$ cat src/rtl/cdm_pkg.sv
package cdm_pkg;
  typedef enum logic [2:0] {
    TGT_NONE  = 3'd0,
    TGT_MAIN  = 3'd1,
    TGT_SCR   = 3'd2,
    TGT_CSR   = 3'd3,
    TGT_XPROG = 3'd4,
    TGT_XDATA = 3'd5
  } tgt_e;
endpackage

$ cat src/rtl/cdm_region_decode.sv
module cdm_region_decode
  import cdm_pkg::*;
#(
  parameter int unsigned ADDR_W   = 16,
  parameter int unsigned MAIN_TOP = 'h2000,
  parameter int unsigned SCR_BASE = 'hE000,
  parameter int unsigned SCR_TOP  = 'hE200
) (
  input  logic [ADDR_W-1:0] addr,
  input  logic              fetch,
  input  logic              rd,
  input  logic              wr,
  output tgt_e              tgt,
  output logic              is_read,
  output logic              wr_ok,
  output logic              conflict
);
  localparam logic [ADDR_W-1:0] MAIN_LIM = ADDR_W'(MAIN_TOP);
  localparam logic [ADDR_W-1:0] SCR_LO   = ADDR_W'(SCR_BASE);
  localparam logic [ADDR_W-1:0] SCR_HI   = ADDR_W'(SCR_TOP);

  // Fetch path: unified RAM low, everything else goes to the off-chip program space.
  function automatic tgt_e code_target(input logic [ADDR_W-1:0] a);
    return (a < MAIN_LIM) ? TGT_MAIN : TGT_XPROG;
  endfunction

  // Data path: unified RAM, off-chip data, scratch window, register window.
  function automatic tgt_e data_target(input logic [ADDR_W-1:0] a);
    if (a < MAIN_LIM)    return TGT_MAIN;
    else if (a < SCR_LO) return TGT_XDATA;
    else if (a < SCR_HI) return TGT_SCR;
    else                 return TGT_CSR;
  endfunction

  always_comb begin
    conflict = fetch & rd;
    is_read  = fetch | rd;
    wr_ok    = wr & ~fetch & ~rd;
    if (fetch)         tgt = code_target(addr);
    else if (rd || wr) tgt = data_target(addr);
    else               tgt = TGT_NONE;
  end
endmodule

$ cat src/rtl/cdm_strobe_route.sv
module cdm_strobe_route
  import cdm_pkg::*;
(
  input  tgt_e tgt,
  input  logic is_read,
  input  logic wr_ok,
  output logic main_en,
  output logic main_we,
  output logic scr_en,
  output logic scr_we,
  output logic csr_sel,
  output logic csr_we,
  output logic xp_rd,
  output logic xd_rd,
  output logic xd_wr
);
  always_comb begin
    main_en = (tgt == TGT_MAIN);
    main_we = main_en & wr_ok;
    scr_en  = (tgt == TGT_SCR);
    scr_we  = scr_en & wr_ok;
    csr_sel = (tgt == TGT_CSR);
    csr_we  = csr_sel & wr_ok;
    xp_rd   = (tgt == TGT_XPROG);
    xd_rd   = (tgt == TGT_XDATA) & is_read;
    xd_wr   = (tgt == TGT_XDATA) & wr_ok;
  end
endmodule

$ cat src/rtl/cdm_rdata_mux.sv
module cdm_rdata_mux
  import cdm_pkg::*;
#(
  parameter int unsigned DATA_W = 8
) (
  input  logic              clk,
  input  logic              rst_n,
  input  tgt_e              tgt,
  input  logic              is_read,
  input  logic [DATA_W-1:0] main_rdata,
  input  logic [DATA_W-1:0] scr_rdata,
  input  logic [DATA_W-1:0] csr_rdata,
  input  logic [DATA_W-1:0] x_rdata,
  output tgt_e              sel_q,
  output logic [DATA_W-1:0] rdata
);
  always_ff @(posedge clk) begin
    if (!rst_n)       sel_q <= TGT_NONE;
    else if (is_read) sel_q <= tgt;
    else              sel_q <= TGT_NONE;
  end

  always_comb begin
    unique case (sel_q)
      TGT_MAIN:               rdata = main_rdata;
      TGT_SCR:                rdata = scr_rdata;
      TGT_CSR:                rdata = csr_rdata;
      TGT_XPROG, TGT_XDATA:   rdata = x_rdata;
      default:                rdata = '0;
    endcase
  end
endmodule

$ cat src/rtl/cdm_router.sv
module cdm_router
  import cdm_pkg::*;
#(
  parameter int unsigned ADDR_W   = 16,
  parameter int unsigned DATA_W   = 8,
  parameter int unsigned MAIN_TOP = 'h2000,
  parameter int unsigned SCR_BASE = 'hE000,
  parameter int unsigned SCR_TOP  = 'hE200
) (
  input  logic              clk,
  input  logic              rst_n,
  input  logic [ADDR_W-1:0] cpu_addr,
  input  logic              cpu_fetch,
  input  logic              cpu_rd,
  input  logic              cpu_wr,
  input  logic [DATA_W-1:0] cpu_wdata,
  output logic [DATA_W-1:0] cpu_rdata,
  output logic              dec_err,
  output logic [ADDR_W-1:0] mem_addr,
  output logic [DATA_W-1:0] mem_wdata,
  output logic              main_en,
  output logic              main_we,
  input  logic [DATA_W-1:0] main_rdata,
  output logic              scr_en,
  output logic              scr_we,
  input  logic [DATA_W-1:0] scr_rdata,
  output logic              csr_sel,
  output logic              csr_we,
  input  logic [DATA_W-1:0] csr_rdata,
  output logic              xp_rd,
  output logic              xd_rd,
  output logic              xd_wr,
  input  logic [DATA_W-1:0] x_rdata
);
  tgt_e tgt_now;
  tgt_e tgt_held;
  logic rd_launch;
  logic wr_launch;
  logic strobe_clash;

  cdm_region_decode #(
    .ADDR_W(ADDR_W), .MAIN_TOP(MAIN_TOP), .SCR_BASE(SCR_BASE), .SCR_TOP(SCR_TOP)
  ) u_dec (
    .addr(cpu_addr), .fetch(cpu_fetch), .rd(cpu_rd), .wr(cpu_wr),
    .tgt(tgt_now), .is_read(rd_launch), .wr_ok(wr_launch), .conflict(strobe_clash)
  );

  cdm_strobe_route u_route (
    .tgt(tgt_now), .is_read(rd_launch), .wr_ok(wr_launch),
    .main_en(main_en), .main_we(main_we), .scr_en(scr_en), .scr_we(scr_we),
    .csr_sel(csr_sel), .csr_we(csr_we), .xp_rd(xp_rd), .xd_rd(xd_rd), .xd_wr(xd_wr)
  );

  cdm_rdata_mux #(.DATA_W(DATA_W)) u_mux (
    .clk(clk), .rst_n(rst_n), .tgt(tgt_now), .is_read(rd_launch),
    .main_rdata(main_rdata), .scr_rdata(scr_rdata), .csr_rdata(csr_rdata),
    .x_rdata(x_rdata), .sel_q(tgt_held), .rdata(cpu_rdata)
  );

  assign dec_err   = strobe_clash;
  assign mem_addr  = cpu_addr;
  assign mem_wdata = cpu_wdata;
endmodule

$ cat config.mk
export PLATFORM = sky130hd
export DESIGN_NAME = cdm_router
export DESIGN_NICKNAME = d
export VERILOG_FILES = /design/src/rtl/cdm_pkg.sv /design/src/rtl/cdm_region_decode.sv /design/src/rtl/cdm_strobe_route.sv /design/src/rtl/cdm_rdata_mux.sv /design/src/rtl/cdm_router.sv
export SDC_FILE = /design/constraint.sdc
export NUM_CORES = 1
export LEC_CHECK = 0
export BUFFER_PORTS_ARGS = -buffer_cell sky130_fd_sc_hd__buf_2
export CAP_MARGIN = 20
export CORE_MARGIN = 10
export CORE_UTILIZATION = 28
export CTS_CLUSTER_DIAMETER = 100
export DETAILED_ROUTE_END_ITERATION = 6
export PLACE_DENSITY = 0.88
export REMOVE_ABC_BUFFERS = 1
export SLEW_MARGIN = 20
export SYNTH_ARGS = -nofsm -noshare
export SYNTH_HDL_FRONTEND = slang
export SYNTH_SLANG_ARGS = --single-unit
$ cat constraint.sdc
create_clock -name clk -period 1.5 [get_ports clk]
set_clock_uncertainty 0.1 [all_clocks]
set_input_delay 0.15 -clock clk [delete_from_list [all_inputs] [get_ports clk]]
set_output_delay 0.15 -clock clk [all_outputs]
set_load 0.01 [all_outputs]
# Word level (Yosys, flattened, before mapping)
# Index checks and enable logic that the tools add are counted.
word_totals:
  reg_bits: 3
  latchBits: 0
  mem_bits_rw: 0
  mem_bits_ro: 0
  output_inout_bits: 42
  n_memories: 0
classes:
  n_addsub: 0
  multipliers: 0
  div: 0
  n_lt_le_gt_ge: 3
  eq_ne: 10
  shifts: 0
  mux: 7
  bitwise: 11
  n_reduce_logical: 3
op_table:
  columns: ["cell", "n"]
  rows:
  - ["less-than comparator 16 bit, second input constant", 2]
  - ["case mux 8 bit (4 select lines)", 1]
  - ["less-than comparator 16 x 14 -> 1 bit, second input constant", 1]
  - ["two-way mux 3 bit", 5]
  - ["equality test 3 x 2 -> 1 bit, second input constant", 4]
  - ["equality test 3 bit, second input constant", 4]
  - ["bitwise AND 1 bit", 8]
  - ["equality test 3 x 1 -> 1 bit, second input constant", 2]
  - ["inverter 1 bit", 2]
  - ["AND reduction 2 bit", 1]
  - ["OR reduction 2 bit", 1]
  - ["logical OR 1 bit", 1]
  - ["two-way mux 1 bit", 1]
  - ["bitwise OR 1 bit", 1]

# Longest topological paths before layout
# Gate-level depths: netlist of the first run.
logic_depth:
  ltp_word: 8
  ltp_mapped: 4

# By module
# From an unflattened synthesis of the first run, not the netlist that was laid out.
hier_totals:
  hier_cells: 86
  area_unflattened_um2: 684.4
by_module_without_submodules:
  columns: ["module", "instances", "cells_each", "area_per_inst_um2", "seq_area_each_um2"]
  rows:
  - ["cdm_rdata_mux", 1, 38, 326.6, 60.1]
  - ["cdm_router", 1, 24, 180.2, 0.0]
  - ["cdm_region_decode", 1, 15, 91.3, 0.0]
  - ["cdm_strobe_route", 1, 9, 86.3, 0.0]

# Worst setup path after synthesis of the first run
# OpenSTA, ideal clock, no wires.
synth_timing:
  kind: "register -> output"
  startpoint: "register u_mux.sel_q[1]"
  endpoint: "output port cpu_rdata[5]"
  arrival_ps: 1059
  required_time_ps: 1250
  setup_slack_ps: 191
  path_stages_with_launch: 5
  path_cell_list: "dfxtp_1 > buf_2 > mux2_2 > a22oi_1 > o21ai_1"
synth_between:
  elab_chain_cells: 3
  elab_cells_between_ends: 7
  classes_between: "eq/ne (5); mux (1); reduce/logical (1)"
synth_rtl:
  columns: ["element", "line", "source"]
  rows:
  - ["from (decl)", "cdm_rdata_mux.sv:14", "output tgt_e sel_q,"]
  - ["from (signal assigned)", "cdm_rdata_mux.sv:19", "else if (is_read) sel_q <= tgt;"]
  - ["equality test 3 bit", "cdm_rdata_mux.sv:24", "unique case (sel_q)"]
  - ["OR reduction 2 bit", "cdm_rdata_mux.sv:24", null]
  - ["case mux 8 bit (4 select lines) (*)", "cdm_rdata_mux.sv:24", null]
  - ["to (decl)", "cdm_router.sv:17", "output logic [DATA_W-1:0] cpu_rdata,"]
# Every way passes the cells marked *; elsewhere a longest branch is shown, timed or not.

# Worst setup path after layout of the first run
layout_timing:
  startpoint: "register u_mux.sel_q[1]"
  endpoint: "output port cpu_rdata[6]"
# The elaborated chain is that of the path after synthesis.

==> results by group, run 1 <==
Run status
  – Status: finished clean

Timing
  – Final setup vio count: 0
  – Max-slew violations: 0
  – Slew margin rel.: 84.9%
  – Setup ws final: 0.00294 ns
  – Worst-margin pin slew: 0.225 ns
  – Final hold vios: 0
  – Setup_tns: 0 ns
  – Fin crit period: 1.50 ns
  – Period utilization: 99.8%
  – RSZ-0062 raised after global routing: yes
  – F_max: 668 MHz

Die
  – IO Pins: around 100
  – Height of the die: between 60 and 70 um
  – Die area: 0.00466 sq mm
  – Die Wd: 68.3 um
  – Std cell rows: 17
  – Starting Density: 29.5%
  – Core ar.: 0.00221 sq mm

Placement
  – HPWL Detailed: 2440 um
  – Post-Place Cells: 164
  – Placed Area: 888 sq um
  – Buffers on Ports: 68
  – Worst slack, placed: 0.0871 ns
  – GP Congestion: 0.794

Power and ir drop
  – Switching share of power: 32.9%
  – Logic pwr share: between 40% and 50%
  – Power Density: 459 mW/mm^2
  – Net Switching: 147 uW
  – Leakage power: 0.000512 uW
  – Pint: 299 uW
  – Clock share of power: 31.7%
  – Seq pwr share: about a fifth
  – VDD IR max: 263 uV

Route
  – DRC errors left: 0
  – Via count: ~830
  – Final WL: 2820 um
  – Vias/cell: 4.91
  – Iter 0 DRT Violations: 14
  – Avg WL per Cell: 16.6 um
  – 1st-pass router iterations: 4
  – Final antenna-violating net count: 0

Setup path
  – CP Capture Type: output port
  – Kind of start point of the critical path: register
  – Crit path DAT: 1.25 ns
  – Critical Path RT: 1.25 ns
  – CP max FO: 3
  – Crit path kind: reg -> out

Clock network
  – Bufs on Longest Clock Path: 2
  – H-tree depth: 1
  – Clock tree sinks: 3
  – CTS Hold Bufs: 0
  – Root buf cell: clkbuf_4
  – CTS clk-pin slew, worst paths: 0.04 ns
  – Num CTS Buffers: 3
  – CTS tree: built

Logic synthesis
  – Mean Syn Cell Area: 7.41 sq um
  – Largest cells by area after synthesis: buf_4 (28%), dfxtp_1 (9.2%), mux2i_1 (9.2%)
  – Seq/Total Area, Yosys: 9.21%
  – Cell variety after synth: 27
  – Area share of the largest cell type after synthesis: ~28%
  – Synthesized instance count: 88
  – Largest area contributor in the netlist: buf_4
  – Synthesized area: about 650 sq um
  – Flop and latch count out of synthesis: 3
  – Yosys warns: 0

Global route
  – Met3 global-route usage: 12.6%
  – First-pass GRT wire length: approximately 4300 um
  – Number of global-route vias before repair: 978
  – Tot GR Track Use: 11.8%
  – Top Usage Layer GRT: met2
  – M1 GR Usage: 10.5%
  – Largest net degree at the start of global routing: 10
  – GRT met2 Usage: 18.3%
  – Aggregate global routing overflow: 0
  – Initial antenna violation count: 0

Cells and area
  – Fin util: 43.9%
  – Multi-input gate area: 427 sq um
  – Share of cells above drive strength 1: 67.6%
  – Flip-flop and latch area: 65.1 sq um
  – Fin area: 972 sq um
  – Number of fill cells: roughly 240
  – ANT cells: 0
  – Number of flip-flops in the largest register: 3
  – Synthesis-to-finish area growth: 49.1%
  – Top Registers: u_mux.sel_q (3)
  – Nets: 204
  – Top reg by flops: u_mux.sel_q
  – Post-Layout Cell Count: 170

Hold path
  – Hold Path Class: in -> reg

Flow run
  – Max-cap check violation count: 0
[layer usage]
metal	wire, um	part of all wire, %	up-vias
met1	927	33	357
met4	0	0	0
li1	-	-	408
met2	1320	47	69
met5	0	0	-
met3	573	20	0
[layout make-up]
cell class | count | share of cell area [%]
Timing Repair Buffer | 78 | 43.1
Tap cell | 28 | 3.60
Clock buffer | 4 | 2.70
Sequential cell | 3 | 6.69
Multi-Input combinational cell | 57 | 43.9
[path summary, 6_finish.rpt]
check	start	end	slack, ns	depth (start not counted)
min	rst_n	u_mux.sel_q[1]	0.05	3
max	u_mux.sel_q[1]	cpu_rdata[6]	0.003	4
[worst max-delay path: stages (launching register included)]
cell,delay (ns)
dfxtp_4,0.36
mux2_4,0.30
a22oi_2,0.15
o21ai_1,0.06
buf_2,0.14
[Yosys cell counts]
library cell and number:
mux2_2 2, nor3_1 1, o21ai_2 1, clkbuf_1 1, nor2b_2 1, nand2b_1 2, buf_2 3, o21ai_0 2
nor2b_1 5, a21oi_1 2, nor2_1 6, buf_4 24, o31a_1 1, dfxtp_1 3, nand3_2 1, or4_4 1
and3_1 1, and2b_1 1, o22ai_1 6, nor3b_1 1, and2_1 1, nand2_1 4, or4b_4 1, a22oi_1 8
nor4_1 2, o21ai_1 1, mux2i_1 6
[what timing repair did]
action | 4_1_cts | 5_1_grt
gates resized for setup | 14 | 0
setup buffers | 2 | 0
pin swaps | 3 | 5
setup endpoints to repair | 8 | 8
[power by group through the flow]
stage | Clock (uW) | Sequential, uW | Combinational (uW)
2_1_floorplan | 0 | 93.4 | 74.8
3_3_place_gp | 0 | 87.4 | 210
3_5_place_dp | 0 | 87.5 | 213
4_1_cts | 150 | 85.2 | 224
5_1_grt | 157 | 85.8 | 245
6_report | 142 | 85.2 | 220
[through the flow]
stage               total power [uW]  hold slack [ns]
global route                     488           0.0490
CTS                              458           0.0387
floorplan                        168            0.164
global placement                 298            0.200
detailed placement               301            0.200
finish                           446           0.0468
[layout by cell type (no fill, tap or decap), types with 2 or more instances in the layout]
cell type and count:
o21ai_1 2, buf_4 9, nor4_1 2, a21oi_1 2, mux2i_1 6, nand2_1 4
buf_2 68, nor2_1 6, a22oi_1 5, clkbuf_4 3, a22oi_2 3, mux2_4 2
o22ai_1 6, nor2b_1 4
[kinds of logic after synthesis]
| kind of cell | after synthesis | synth area share [%] |
|---|---|---|
| muxes | 8 | 12.7 |
| and+or+nand+nor | 28 | 26.1 |
| buffers and inverters | 28 | 30.5 |
| AOI/OAI and AO/OA | 21 | 21.5 |
| DFF | 3 | 9.21 |
Power figures use the tool's default switching activity.
==> run 2, diff against run 1 <==
--- a/config.mk
+++ b/config.mk
@@ -11,6 +11,7 @@
 export CORE_UTILIZATION = 28
 export CTS_CLUSTER_DIAMETER = 100
 export DETAILED_ROUTE_END_ITERATION = 6
+export GPL_TIMING_DRIVEN = 0
 export PLACE_DENSITY = 0.88
 export REMOVE_ABC_BUFFERS = 1
 export SLEW_MARGIN = 20
==> run 2 against run 1 <==
Compared with the run above: sequential share of layout area increased by 0.45 points; combinational power increased by 4%; the flow now finishes with violations (negative setup slack); worst hold slack improved by 0.0038 ns; power increased by 2.2%; die area unchanged; maximum frequency decreased by 0.55%; final cell count decreased by 1.2%.
==> results by group, run 2 (synthesis results as in run 1) <==
Run status
  – Status: finished with violations
  – Failing checks: negative setup slack

Clock network
  – Num CTS Buffers: 3 (unchanged)
  – H-tree depth: 1 (unchanged)
  – CTS tree: built
  – CTS Hold Bufs: 0 (unchanged)
  – Clock tree sinks: 3 (unchanged)
  – Root buf cell: clkbuf_4
  – CTS clk-pin slew, worst paths: 0.04 ns (about the same)
  – Bufs on Longest Clock Path: 2 (unchanged)

Setup path
  – Crit path kind: reg -> out
  – CP Capture Type: output port
  – CP max FO: 4 (+1)
  – Crit-path cells: mux2_4, a22oi_2, o21ai_1, buf_2
  – Critical path's slowest cell: dfxtp_4
  – Crit path DAT: 1.26 ns (about the same)
  – Critical Path RT: 1.25 ns (about the same)
  – Kind of start point of the critical path: register
  – Slowest stage delay, CP: 0.37 ns (about the same)

Placement
  – GP Congestion: 0.744 (-6.3%)
  – Placed Area: 828 sq um (-6.8%)
  – Worst slack, placed: -0.101 ns (-0.188 ns)
  – Buffers on Ports: 68 (unchanged)
  – HPWL Detailed: 2350 um (-3.9%)

Route
  – 1st-pass router iterations: 2 (-2)
  – Iter 0 DRT Violations: 6 (-8)
  – Final WL: 2950 um (+4.5%)
  – Final antenna-violating net count: 0 (unchanged)
  – Vias/cell: 5.02 (+2.3%)
  – DRC errors left: 0 (unchanged)
  – Avg WL per Cell: 17.6 um (+5.7%)
  – Via count: 843 (+1.1%)

Global route
  – Number of global-route vias before repair: 977 (-0.10%)
  – Tot GR Track Use: 12.0% (+0.13 points)
  – Initial antenna violation count: 0 (unchanged)
  – Aggregate global routing overflow: 0 (unchanged)
  – Largest net degree at the start of global routing: 11 (+1)
  – First-pass GRT wire length: 4290 um (+0.16%)

Cells and area
  – Fin area: 998 sq um (+2.7%)
  – Nets: 202 (-0.98%)
  – ANT cells: 0 (unchanged)
  – Top reg by flops: u_mux.sel_q
  – Synthesis-to-finish area growth: 53.2%
  – Share of cells above drive strength 1: 72.1% (+4.5 points)
  – Top Registers: u_mux.sel_q (3)
  – Most common cell after layout, fill and taps aside: buf_2
  – Number of flip-flops in the largest register: 3 (unchanged)
  – Commonest cells after routing, fill and taps aside: buf_2 (68), a22oi_2 (8), buf_4 (8)

Timing
  – Period utilization: 100% (+0.56 points)
  – F_max: 664 MHz (-0.55%)
  – Worst Hold Slack: 0.0506 ns (+0.00378 ns)
  – Final hold vios: 0 (unchanged)
  – Fin crit period: 1.51 ns (+0.00834 ns)
  – Slew margin rel.: 77.3% (-7.6 points)
  – Worst-margin pin slew: 0.339 ns (+0.115 ns)
  – Final setup vio count: 2 (+2)
  – Setup ws final: -0.00540 ns (-0.00834 ns)
  – Max-slew violations: 0 (unchanged)
  – RSZ-0062 raised after global routing: yes

Die
  – Core ar.: 0.00221 sq mm (unchanged)
  – IO Pins: 103 (unchanged)
  – Die Wd: 68.3 um (unchanged)
  – Std cell rows: 17 (unchanged)
  – Die area: 0.00466 sq mm (unchanged)
  – Starting Density: 29.5% (unchanged)
  – Height of the die: 68.3 um (unchanged)

Power and ir drop
  – Leakage power: 0.000504 uW (-1.4%)
  – Total power: 456 uW (+2.2%)
  – VDD IR max: 260 uV (-0.97%)
  – Power Density: 457 mW/mm^2 (-0.49%)

Hold path
  – Hold Path Class: in -> reg

Flow run
  – Max-cap check violation count: 0 (unchanged)
[run 2: per-layer routing]
metal	GRT usage, %	wire (um)	share of wire, %	up-vias
met5	0	0	0	-
met4	4.02	15	0.51	0
met3	11.3	531	18	2
met2	18.8	1390	47	69
met1	10.8	1010	34	371
li1	-	-	-	401
[run 2: repair_timing]
item,in CTS,in global routing
setup endpoints to repair,8,11
setup buffers,8,0
gates resized for setup,19,5
pin swaps,6,7
[run 2: final timing paths]
path / cells past startpoint / slack (ns) / start / to
max: 4 / -0.005 / u_mux.sel_q[1] / cpu_rdata[6]
min: 3 / 0.05 / rst_n / u_mux.sel_q[1]
[run 2: final cells by class]
cell class | instances | area, sq um
Clock buffer | 4 | 26.3
Fill cell | 234 | 1210
Multi-Input combinational cell | 57 | 465
Sequential cell | 3 | 71.3
Tap cell | 28 | 35.0
Timing Repair Buffer | 76 | 400
[run 2: stage by stage]
step | TNS, ns | utilization (%) | std cells
3_3_place_gp | -0.653 | 37.4 | 156
5_1_grt | -0.360 | 45.1 | 168
3_5_place_dp | -0.673 | 37.4 | 156
6_report | -0.00637 | 45.1 | 168
2_1_floorplan | 0 | - | 60
4_1_cts | -0.0107 | 43.9 | 168
[run 2: report_power, final]
group          total, uW  internal (uW)  switching (uW)
logic                228            120             107
registers           86.7           81.4            5.33
clock network        142           99.7            42.1
[run 2: critical path: cells and delay by family (launching register included)]
family,cells,cell delay (ns)
flops,1,0.37
buf+inv,1,0.14
compound gates,2,0.22
mux,1,0.30
